[config.mk]
export PLATFORM = sky130hd
export DESIGN_NAME = sector_cache
export DESIGN_NICKNAME = d
export VERILOG_FILES = /design/src/rtl/scache_pkg.sv /design/src/rtl/scache_tag_match.sv /design/src/rtl/scache_victim.sv /design/src/rtl/scache_data_store.sv /design/src/rtl/sector_cache.sv
export SDC_FILE = /design/constraint.sdc
export NUM_CORES = 2
export LEC_CHECK = 0
export BUFFER_PORTS_ARGS = -buffer_cell sky130_fd_sc_hd__buf_2
export CELL_PAD_IN_SITES_DETAIL_PLACEMENT = 0
export CELL_PAD_IN_SITES_GLOBAL_PLACEMENT = 2
export CORE_ASPECT_RATIO = 1.25
export CORE_MARGIN = 8
export CORE_UTILIZATION = 35
export CTS_CLUSTER_DIAMETER = 60
export DETAILED_ROUTE_END_ITERATION = 7
export GPL_TIMING_DRIVEN = 0
export HOLD_SLACK_MARGIN = 0.05
export PLACE_DENSITY_LB_ADDON = 0.1
export SYNTH_ARGS = -nofsm -noshare
export SYNTH_HDL_FRONTEND = slang
export SYNTH_SLANG_ARGS = --single-unit
export TNS_END_PERCENT = 20
[constraint.sdc]
create_clock -name clk -period 5.3 [get_ports clk]
set_clock_uncertainty 0.05 [all_clocks]
set_input_delay 0.53 -clock clk [delete_from_list [all_inputs] [get_ports clk]]
set_output_delay 0.53 -clock clk [all_outputs]
set_load 0.02 [all_outputs]
[src/rtl/scache_pkg.sv]
// Shared types for the sector cache controller.
package scache_pkg;
    typedef enum logic [2:0] {
        ST_IDLE,
        ST_LOOK,
        ST_WB_SCAN,
        ST_WB_XFER,
        ST_INSTALL,
        ST_FILL
    } sc_state_e;
endpackage

[src/rtl/scache_tag_match.sv]
// Parallel sector-tag comparator.
// Compares the key with every stored tag whose frame is in use and returns
// the matching frame index. Assumes at most one frame matches.
module scache_tag_match #(
    parameter int FRAMES = 4,
    parameter int TAG_W  = 6,
    localparam int FR_W  = $clog2(FRAMES)
) (
    input  logic [TAG_W-1:0] tags [FRAMES],
    input  logic [FRAMES-1:0] tag_ok,
    input  logic [TAG_W-1:0] key,
    output logic             hit,
    output logic [FR_W-1:0]  idx
);
    logic [FRAMES-1:0] eq;

    // One comparator per frame.
    for (genvar f = 0; f < FRAMES; f++) begin : g_cmp
        assign eq[f] = tag_ok[f] && (tags[f] == key);
    end

    // Encode the match vector into a frame index.
    always_comb begin
        hit = |eq;
        idx = '0;
        for (int f = 0; f < FRAMES; f++) begin
            if (eq[f]) idx = FR_W'(f);
        end
    end
endmodule

[src/rtl/scache_victim.sv]
// Victim frame selector.
// Prefers the lowest-numbered unused frame; otherwise names the frame held by
// a round-robin pointer, which advances when told the pointer was used.
module scache_victim #(
    parameter int FRAMES = 4,
    localparam int FR_W  = $clog2(FRAMES)
) (
    input  logic              clk,
    input  logic              rst_n,
    input  logic [FRAMES-1:0] tag_ok,
    input  logic              advance,
    output logic [FR_W-1:0]   victim,
    output logic              from_rr
);
    logic [FR_W-1:0] rr_q;
    logic [FR_W-1:0] free_idx;
    logic            has_free;

    // Find the lowest unused frame.
    always_comb begin
        has_free = 1'b0;
        free_idx = '0;
        for (int f = FRAMES - 1; f >= 0; f--) begin
            if (!tag_ok[f]) begin
                has_free = 1'b1;
                free_idx = FR_W'(f);
            end
        end
        victim  = has_free ? free_idx : rr_q;
        from_rr = !has_free;
    end

    // Round-robin pointer, wraps after the last frame.
    always_ff @(posedge clk) begin
        if (!rst_n)
            rr_q <= '0;
        else if (advance)
            rr_q <= (rr_q == FR_W'(FRAMES - 1)) ? '0 : rr_q + 1'b1;
    end
endmodule

[src/rtl/scache_data_store.sv]
// Word storage for all sector frames.
// One synchronous write port, one combinational read port; no reset of the
// contents (valid bits elsewhere guard every read).
module scache_data_store #(
    parameter int DATA_W = 16,
    parameter int DEPTH  = 64,
    localparam int IDX_W = $clog2(DEPTH)
) (
    input  logic              clk,
    input  logic              we,
    input  logic [IDX_W-1:0]  waddr,
    input  logic [DATA_W-1:0] wdata,
    input  logic [IDX_W-1:0]  raddr,
    output logic [DATA_W-1:0] rdata
);
    logic [DATA_W-1:0] mem_q [DEPTH];

    // Write port.
    always_ff @(posedge clk) begin
        if (we) mem_q[waddr] <= wdata;
    end

    // Read port.
    assign rdata = mem_q[raddr];
endmodule

[src/rtl/sector_cache.sv]
// Sector-mapped write-back cache controller.
// Frames hold whole sectors; each block inside a frame has its own valid and
// dirty bit. A tag miss evicts a frame (writing back dirty blocks) and then
// fetches only the requested block. Assumes FRAMES is a power of two and a
// memory that acknowledges one word per mem_ack pulse.
module sector_cache
    import scache_pkg::*;
#(
    parameter int ADDR_W   = 10,
    parameter int DATA_W   = 16,
    parameter int BLK_BITS = 2,
    parameter int OFF_BITS = 2,
    parameter int FRAMES   = 4
) (
    input  logic              clk,
    input  logic              rst_n,
    input  logic              req_valid,
    input  logic              req_write,
    input  logic [ADDR_W-1:0] req_addr,
    input  logic [DATA_W-1:0] req_wdata,
    output logic              req_ready,
    output logic              resp_valid,
    output logic [DATA_W-1:0] resp_rdata,
    output logic              mem_req,
    output logic              mem_write,
    output logic [ADDR_W-1:0] mem_addr,
    output logic [DATA_W-1:0] mem_wdata,
    input  logic              mem_ack,
    input  logic [DATA_W-1:0] mem_rdata
);
    localparam int TAG_W = ADDR_W - BLK_BITS - OFF_BITS;
    localparam int Q     = 1 << BLK_BITS;
    localparam int WPB   = 1 << OFF_BITS;
    localparam int FR_W  = $clog2(FRAMES);
    localparam int DEPTH = FRAMES * Q * WPB;
    localparam int IDX_W = FR_W + BLK_BITS + OFF_BITS;

    sc_state_e             state_q;
    logic [TAG_W-1:0]      r_tag;
    logic [BLK_BITS-1:0]   r_blk;
    logic [OFF_BITS-1:0]   r_off;
    logic                  r_write;
    logic [DATA_W-1:0]     r_wdata;
    logic [FR_W-1:0]       cur_q;
    logic [BLK_BITS-1:0]   wb_blk_q;
    logic [OFF_BITS-1:0]   word_q;
    logic [TAG_W-1:0]      tag_q   [FRAMES];
    logic [FRAMES-1:0]     tag_ok_q;
    logic [Q-1:0]          blk_ok_q [FRAMES];
    logic [Q-1:0]          dirty_q  [FRAMES];
    logic                  resp_valid_q;
    logic [DATA_W-1:0]     resp_rdata_q;

    logic                  hit;
    logic [FR_W-1:0]       hit_idx;
    logic                  full_hit;
    logic [FR_W-1:0]       victim_idx;
    logic                  from_rr;
    logic                  advance;
    logic                  last_word;
    logic                  last_blk;
    logic                  st_we;
    logic [IDX_W-1:0]      st_waddr;
    logic [IDX_W-1:0]      st_raddr;
    logic [DATA_W-1:0]     st_wdata;
    logic [DATA_W-1:0]     st_rdata;

    scache_tag_match #(.FRAMES(FRAMES), .TAG_W(TAG_W)) u_match (
        .tags   (tag_q),
        .tag_ok (tag_ok_q),
        .key    (r_tag),
        .hit    (hit),
        .idx    (hit_idx)
    );

    scache_victim #(.FRAMES(FRAMES)) u_victim (
        .clk     (clk),
        .rst_n   (rst_n),
        .tag_ok  (tag_ok_q),
        .advance (advance),
        .victim  (victim_idx),
        .from_rr (from_rr)
    );

    scache_data_store #(.DATA_W(DATA_W), .DEPTH(DEPTH)) u_store (
        .clk   (clk),
        .we    (st_we),
        .waddr (st_waddr),
        .wdata (st_wdata),
        .raddr (st_raddr),
        .rdata (st_rdata)
    );

    // Lookup qualifiers and counters' end conditions.
    assign full_hit  = hit && blk_ok_q[hit_idx][r_blk];
    assign advance   = (state_q == ST_LOOK) && !hit && from_rr;
    assign last_word = (word_q == OFF_BITS'(WPB - 1));
    assign last_blk  = (wb_blk_q == BLK_BITS'(Q - 1));

    // Data store port steering: hit access, write-back read, refill write.
    always_comb begin
        st_raddr = {hit_idx, r_blk, r_off};
        if (state_q == ST_WB_XFER) st_raddr = {cur_q, wb_blk_q, word_q};
        st_we    = 1'b0;
        st_waddr = {hit_idx, r_blk, r_off};
        st_wdata = r_wdata;
        if (state_q == ST_LOOK && full_hit && r_write) st_we = 1'b1;
        if (state_q == ST_FILL && mem_ack) begin
            st_we    = 1'b1;
            st_waddr = {cur_q, r_blk, word_q};
            st_wdata = mem_rdata;
        end
    end

    // Memory port and CPU handshake outputs.
    always_comb begin
        mem_req   = (state_q == ST_WB_XFER) || (state_q == ST_FILL);
        mem_write = (state_q == ST_WB_XFER);
        mem_addr  = mem_write ? {tag_q[cur_q], wb_blk_q, word_q}
                              : {r_tag, r_blk, word_q};
        mem_wdata = mem_write ? st_rdata : '0;
    end
    assign req_ready  = (state_q == ST_IDLE);
    assign resp_valid = resp_valid_q;
    assign resp_rdata = resp_rdata_q;

    // Controller sequence: accept, look up, write back, install, refill.
    always_ff @(posedge clk) begin
        if (!rst_n) begin
            state_q      <= ST_IDLE;
            r_tag        <= '0;
            r_blk        <= '0;
            r_off        <= '0;
            r_write      <= 1'b0;
            r_wdata      <= '0;
            cur_q        <= '0;
            wb_blk_q     <= '0;
            word_q       <= '0;
            tag_ok_q     <= '0;
            resp_valid_q <= 1'b0;
            resp_rdata_q <= '0;
            for (int f = 0; f < FRAMES; f++) begin
                tag_q[f]    <= '0;
                blk_ok_q[f] <= '0;
                dirty_q[f]  <= '0;
            end
        end else begin
            resp_valid_q <= 1'b0;
            case (state_q)
                ST_IDLE: begin
                    if (req_valid) begin
                        {r_tag, r_blk, r_off} <= req_addr;
                        r_write <= req_write;
                        r_wdata <= req_wdata;
                        state_q <= ST_LOOK;
                    end
                end
                ST_LOOK: begin
                    word_q <= '0;
                    if (full_hit) begin
                        resp_valid_q <= 1'b1;
                        resp_rdata_q <= r_write ? r_wdata : st_rdata;
                        if (r_write) dirty_q[hit_idx][r_blk] <= 1'b1;
                        state_q <= ST_IDLE;
                    end else if (hit) begin
                        cur_q   <= hit_idx;
                        state_q <= ST_FILL;
                    end else begin
                        cur_q    <= victim_idx;
                        wb_blk_q <= '0;
                        state_q  <= (tag_ok_q[victim_idx] && |dirty_q[victim_idx])
                                    ? ST_WB_SCAN : ST_INSTALL;
                    end
                end
                ST_WB_SCAN: begin
                    word_q <= '0;
                    if (dirty_q[cur_q][wb_blk_q]) state_q <= ST_WB_XFER;
                    else if (last_blk)            state_q <= ST_INSTALL;
                    else                          wb_blk_q <= wb_blk_q + 1'b1;
                end
                ST_WB_XFER: begin
                    if (mem_ack) begin
                        if (last_word) begin
                            dirty_q[cur_q][wb_blk_q] <= 1'b0;
                            word_q <= '0;
                            if (last_blk) state_q <= ST_INSTALL;
                            else begin
                                wb_blk_q <= wb_blk_q + 1'b1;
                                state_q  <= ST_WB_SCAN;
                            end
                        end else begin
                            word_q <= word_q + 1'b1;
                        end
                    end
                end
                ST_INSTALL: begin
                    tag_q[cur_q]    <= r_tag;
                    tag_ok_q[cur_q] <= 1'b1;
                    blk_ok_q[cur_q] <= '0;
                    dirty_q[cur_q]  <= '0;
                    word_q          <= '0;
                    state_q         <= ST_FILL;
                end
                ST_FILL: begin
                    if (mem_ack) begin
                        if (last_word) begin
                            blk_ok_q[cur_q][r_blk] <= 1'b1;
                            word_q  <= '0;
                            state_q <= ST_LOOK;
                        end else begin
                            word_q <= word_q + 1'b1;
                        end
                    end
                end
                default: state_q <= ST_IDLE;
            endcase
        end
    end
endmodule

Word-level counts from Yosys, hierarchy flattened
Memories as Yosys holds them, arrays and structs flattened. A register that Yosys moved wholly into a read port is not among the register bits.
Cells that the tools add are included.
W data, S select, Z words.
{"block": "totals", "regBits": 83, "mem_bits_rw": 1056, "in_bits": 47, "output_inout_bits": 46, "memories": 3}
{"block": "op_classes", "addsub": 3, "n_lt_le_gt_ge": 9, "n_eq_ne": 22, "mux": 101, "bitwise_logic": 11, "n_reduce_logical": 35}
{"name": "u_store.mem_q", "depth": 64, "width": 16, "rd": 1, "rd_ports_with_merged_regs": 0, "write_ports": 1, "line_no": "scache_data_store.sv:16", "text": "logic [DATA_W-1:0] mem_q [DEPTH];"}
{"name": "blk_ok_q", "depth": 4, "width": 4, "rd": 1, "rd_ports_with_merged_regs": 0, "write_ports": 4, "line_no": "sector_cache.sv:49", "text": "logic [Q-1:0] blk_ok_q [FRAMES];"}
{"name": "dirty_q", "depth": 4, "width": 4, "rd": 2, "rd_ports_with_merged_regs": 1, "write_ports": 4, "line_no": "sector_cache.sv:50", "text": "logic [Q-1:0] dirty_q [FRAMES];"}
{"op": "$mux W16", "n": 3}
{"op": "$mux W2", "n": 22}
{"op": "$mux W1", "n": 38}
{"op": "$mux W4", "n": 9}
{"op": "$mux W3", "n": 11}
{"op": "$mux W6", "n": 5}
{"op": "$bwmux W24", "n": 1}
{"op": "$eq A6 B6 Y1", "n": 4}
{"op": "$reduce_or A4 Y1", "n": 5}
{"op": "$pmux W3 S6", "n": 1}
{"op": "$logic_and A1 B1 Y1", "n": 15}
{"op": "$bmux W6 S2", "n": 1}
{"op": "$demux W6 S2", "n": 1}
{"op": "$lt A2 B3 Y1 const B", "n": 4}
{"op": "$ne A2 B2 Y1 const B", "n": 6}
{"op": "$reduce_and A6 Y1", "n": 2}
{"op": "$mux W10", "n": 1}
{"op": "$reduce_and A2 Y1", "n": 5}
{"op": "$or A1 B1 Y1", "n": 8}
{"op": "$add A2 B1 Y2 const B", "n": 3}
{"op": "$bmux W1 S2", "n": 3}
{"op": "$demux W1 S2", "n": 3}
{"op": "$eq A2 B2 Y1 const B", "n": 3}
{"op": "$eq A3 B2 Y1 const B", "n": 2}
{"op": "other kinds (19)", "n": 25}

Depth between registers and ports, before layout
An unclocked memory read counts as a cell.
{"block": "logic_depth", "word_depth": 16, "mapped_depth": 13}

Hierarchy
From an unflattened synthesis, not the netlist that was laid out.
{"block": "hier_totals", "hier_cells": 2531, "area_unflattened_um2": 46108.0}
{"mod": "scache_data_store", "instances": 1, "cells_each": 1813, "area_each_um2": 39755.6, "seq_area_each_um2": 30749.5}
{"mod": "sector_cache", "instances": 1, "cells_each": 667, "area_each_um2": 5925.7, "seq_area_each_um2": 2622.5}
{"mod": "scache_tag_match", "instances": 1, "cells_each": 36, "area_each_um2": 290.3, "seq_area_each_um2": 0.0}
{"mod": "scache_victim", "instances": 1, "cells_each": 15, "area_each_um2": 136.4, "seq_area_each_um2": 40.0}

Worst setup path after synthesis
OpenSTA, ideal clock, no wires.
{"block": "synth_path", "path_kind": "register to register", "startpoint": "register r_tag[0]", "endpoint": "memory u_store.mem_q[22][0], enable pin", "setup_ns": 0.409, "arrival_time_ns": 3.392, "path_slack_ns": 1.449, "stages_incl_launch_ff": 12, "path_buffers": 3, "cell_sequence": "dfxtp_1 -> buf_4 -> xnor2_1 -> nand3_1 -> or2_0 -> buf_4 -> a311oi_4 -> o22ai_2 -> o22ai_2 -> a22oi_2 -> buf_4 -> nor3_1"}
{"block": "synth_between", "elab_chain_len": 15}
{"item": "from (decl)", "line_no": "sector_cache.sv:39", "text": "logic [TAG_W-1:0] r_tag;"}
{"item": "from (signal assigned)", "line_no": "sector_cache.sv:152", "text": "{r_tag, r_blk, r_off} <= req_addr;"}
{"item": "$eq A6 B6 Y1", "line_no": "scache_tag_match.sv:19", "text": "assign eq[f] = tag_ok[f] && (tags[f] == key);"}
{"item": "$logic_and A1 B1 Y1", "line_no": "scache_tag_match.sv:19"}
{"item": "$mux W1", "line_no": "scache_tag_match.sv:27", "text": "if (eq[f]) idx = FR_W'(f);"}
{"item": "$mux W2 (2 in a row)", "line_no": "scache_tag_match.sv:27"}
{"item": "$mem_v2 Z4 W4"}
{"item": "$bmux W1 S2", "line_no": "sector_cache.sv:95", "text": "assign full_hit = hit && blk_ok_q[hit_idx][r_blk];"}
{"item": "$mux W1 (implied by the code)", "line_no": "sector_cache.sv:95"}
{"item": "$logic_and A1 B1 Y1", "line_no": "sector_cache.sv:95"}
{"item": "$logic_and A1 B1 Y1 (2 in a row)", "line_no": "sector_cache.sv:107", "text": "if (state_q == ST_LOOK && full_hit && r_write) st_we = 1'b1;"}
{"item": "$mux W1", "line_no": "sector_cache.sv:107"}
{"item": "$mux W1", "line_no": "sector_cache.sv:108", "text": "if (state_q == ST_FILL && mem_ack) begin"}
{"item": "$mux W1", "line_no": "scache_data_store.sv:20", "text": "if (we) mem_q[waddr] <= wdata;"}
{"item": "$mux W1 (implied by the code)", "line_no": "scache_data_store.sv:20"}
{"item": "to (decl)", "line_no": "scache_data_store.sv:16"}
Parallel ways exist; a longest one is shown, timed or not. The select of a mux whose other input is x is not followed.

Final worst setup path
{"block": "layout_path", "startpoint": "register state_q[2]", "endpoint": "output mem_wdata[7]"}
{"block": "layout_between", "elab_chain_len": 4}
{"item": "from (decl)", "line_no": "sector_cache.sv:38", "text": "sc_state_e state_q;"}
{"item": "from (signal assigned)", "line_no": "sector_cache.sv:171", "text": "state_q <= (tag_ok_q[victim_idx] && |dirty_q[victim_idx])"}
{"item": "$eq A3 B2 Y1 *", "line_no": "sector_cache.sv:103, sector_cache.sv:118"}
{"item": "$mux W6", "line_no": "sector_cache.sv:103", "text": "if (state_q == ST_WB_XFER) st_raddr = {cur_q, wb_blk_q, word_q};"}
{"item": "$mem_v2 Z64 W16"}
{"item": "$mux W16 *", "line_no": "sector_cache.sv:121", "text": "mem_wdata = mem_write ? st_rdata : '0;"}
{"item": "to (decl)", "line_no": "sector_cache.sv:27", "text": "output logic [DATA_W-1:0] mem_wdata,"}
Every way passes the cells marked *; elsewhere a longest branch is shown, timed or not.

==> flow_metrics.tcl <==
set metrics [dict create \
    first_iter_violations 2089 \
    leakagePower_nw 18.2 \
    drc 0 \
    mostFrequentLayoutCell "edfxtp_1" \
    p_sw_share_pct 25.8 \
    critPathMostFrequentCell "buf_2" \
    viasPerCell 5.40 \
    syn-num-nets 3115 \
    avgRoutedWirePerCell_um 29.8 \
    antenna_found_initial 8 \
    postRouteWirelength_mm 155 \
    async_reset_ff_share_pct 0 \
    clockBufferDepth 3 \
    grt_use_met1_pct 25.2 \
    clk_pin_slew_ps 60 \
    hold_viol 0 \
    pin_count 93 \
    design.die.area_mm2 0.144 \
    cellPowerDensity_mw_per_mm2 379 \
    ys_seq_elements 1141 \
    max_slew_margin_pct 20.7 \
    final_antenna_net_count 0 \
    synth_edf_count 1056 \
    tightest_slew_ps 1180 \
    cp.arrival_ps 4690 \
    syn_inst 3062 \
    clk_latency_ps 730 \
    combPwrFrac_pct 12.1 \
    drv_slew 0 \
    min_path_type "primary input to flop" \
    mostFrequentLayoutCells "edfxtp_1 (1056), nand2_1 (353), mux2i_1 (291), o22ai_1 (139), buf_2 (134)" \
    intPower_w 0.0156 \
    crit_path_cell_trace "nand3b_4 > buf_2 > mux2i_2 > clkbuf_1 > a311oi_2 > a32oi_2 > and4_2 > nor2_1 > buf_2" \
    min_period_ps 5270 \
    synth_compound_area_share_pct 8.43 \
    cts_tree "yes" \
    muxShareOfSynthArea_pct 9.32 \
    tritoncts.num_buffers 119 \
    fin_ws_ps 34.8 \
    grt_pass1_wl_mm 217 \
    ys_seq_area_share_pct 72.2 \
    synth_top_family_by_area "multiplexers" \
    root_buffer "clkbuf_16" \
    drt_pass1_iterations 5 \
    cts_htree_levels 3 \
    coreArea_mm2 0.132 \
    synthAdderAreaFrac_pct 0.162 \
    grt_max_degree 65 \
    synth_flop_cell "edfxtp_1" \
    synth_cell_type_count 81 \
    cp_max_fo 10 \
    p_total_w 0.0210 \
    start_util_pct 35.2 \
    synth-simple-area-share_pct 7.35 \
    pre_cts_ws_ps -391 \
    grt_pass1_vias 28700 \
    nets 3417 \
    grt-ovfl-total 0 \
    syn_to_final_growth_pct 19.7 \
    grt_use_total_pct 21.0 \
    use_met3_pct 3.20 \
    rsz0062_at_grt "yes" \
    required_ps 4720 \
    status "finished, final reports clean" \
    cpPeakStageDelay_ps 820 \
    drv_cap 0 \
    synthXorXnorAreaFrac_pct 0.454 \
    fin_crit_sh_pct 99.3 \
    die_w_um 341 \
    gp_congestion 0.857 \
    met2_usage_pct 38.2 \
    pwr-share-seq_pct 48.2 \
    synth_warnings 0 \
    switchingPower_w 0.00542 \
    critPathKind "flop to output pin" \
    vias 28100 \
    vdd_drop_max_mv 0.237 \
    timing.fmax_mhz 190 \
    num_rows 149 \
    clock_power_share_pct 39.7 \
    setup_viol 0 \
    dp_hpwl_mm 113 \
    avgSynthCellArea_um2 15.1 \
    netlist_area_mm2 0.0463 \
    cts.sinks 1141 \
    crit_path_end_kind "output pin" \
    cp-start-kind "flop" \
    drive_gt1_share_pct 21.4 \
    io_buffers 91 \
    busiest_layer "met2" \
    slowest_stage "mux2i_2" \
    die_h_um 423 \
]
==> kinds of logic after synthesis <==
family,count (synthesis)
simple gates,744
buf+inv,217
mux,387
flops,1141
xor+xnor,24
compound gates,543
fa+ha+maj,6
==> state kept, by name (all words and copies together), names as in the netlist, 3 cells and up, named ones only <==
signal,cells
r_wdata,16
resp_rdata,16
tag_q,24
dirty_q,16
state_q,3
blk_ok_q,16
r_tag,6
u_store.mem_q,1024
tag_ok_q,4
==> final timing paths <==
| check | start | end | slack [ps] | cells after the start |
|---|---|---|---|---|
| worst min-delay path | req_wdata[15] | r_wdata[15] | 110 | 3 |
| worst min register to register | tag_q[16] | tag_q[16] | 430 | 2 |
| worst max register to register | r_tag[4] | u_store.mem_q[43][11] | 510 | 10 |
| worst max-delay path | state_q[2] | mem_wdata[7] | 30 | 9 |
==> power by group through the flow <==
stage / Sequential (W) / Clock (W) / Combinational (W)
finish: 0.0101 / 0.00835 / 0.00254
global route: 0.0101 / 0.00885 / 0.00268
CTS: 0.0101 / 0.00851 / 0.00258
detailed placement: 0.0103 / 0 / 0.00242
global placement: 0.0104 / 0 / 0.00231
floorplan: 0.0103 / 0 / 0.00125
==> cell type report <==
class                   count  area [um2]
diodes                      3        7.51
plain buffers             197        1010
clock buffers             152        3220
clock inverters            68         662
fillers                 12000       76200
inverters                  20        75.1
multi-input cells        1704       13200
flip-flops and latches   1141       33400
well taps                1736        2170
repair buffers            181        1650
==> repair_timing <==
| action | in CTS | in global routing |
|---|---|---|
| hold buffers | 25 | 0 |
| endpoints found under the hold margin | 25 | 0 |
| pin swaps | 7 | 2 |
| setup endpoints to repair | 16 | 14 |
| setup buffers | 1 | 0 |
| gates resized for setup | 183 | 18 |
==> layer usage <==
metal,vias up,share of wire [%]
li1,12600,-
met1,14500,40
met2,708,52
met3,209,4.2
met4,4,3.1
met5,-,0.015
==> cells in the mapped netlist (6+ instances only) <==
master | instances | area share, %
edfxtp_1 | 1056 | 68
and2_1 | 35 | 0.47
nand4_1 | 22 | 0.30
nor2_1 | 139 | 1.1
o41ai_1 | 45 | 0.85
a32oi_1 | 57 | 1.1
buf_2 | 58 | 0.63
inv_1 | 18 | 0.15
a221oi_1 | 37 | 0.70
nand2_1 | 369 | 3.0
nor3_1 | 48 | 0.52
nand2b_1 | 18 | 0.24
buf_4 | 14 | 0.23
and4_1 | 16 | 0.30
o21ai_0 | 38 | 0.41
mux2_2 | 64 | 1.6
a31oi_1 | 6 | 0.081
nor4_1 | 8 | 0.11
mux2i_1 | 294 | 6.4
a21oi_1 | 115 | 1.2
a311oi_1 | 15 | 0.28
nand3_1 | 47 | 0.51
buf_1 | 18 | 0.15
o22ai_1 | 139 | 1.9
a211oi_1 | 20 | 0.32
mux4_2 | 29 | 1.4
nor3_2 | 9 | 0.19
and3_1 | 6 | 0.081
clkbuf_1 | 102 | 0.83
xnor2_1 | 23 | 0.44
o221ai_1 | 17 | 0.32
dfxtp_1 | 85 | 3.7
ha_1 | 6 | 0.16
==> metrics by stage <==
| step | util, % | std cells | area, um2 | hold slack (ps) | TNS [ps] |
|---|---|---|---|---|---|
| 6_report | 42.1 | 5202 | 55400 | 112 | 0 |
| 5_1_grt | 42.1 | 5199 | 55400 | 106 | -188 |
| 4_1_cts | 42.0 | 5199 | 55300 | 77.2 | -45.1 |
| 3_5_place_dp | 38.1 | 4953 | 50200 | 425 | -3400 |
| 3_3_place_gp | 37.2 | 4889 | 48900 | 422 | -117350 |
| 2_1_floorplan | - | 3062 | 46300 | 400 | 0 |
==> critical path, delay by kind of cell, from the launching register on <==
| kind | cells | cell delay, ps |
|---|---|---|
| flops | 1 | 400 |
| simple gates | 3 | 810 |
| compound gates | 2 | 830 |
| mux | 1 | 820 |
| buf+inv | 3 | 1080 |
Power figures use the tool's default switching activity.
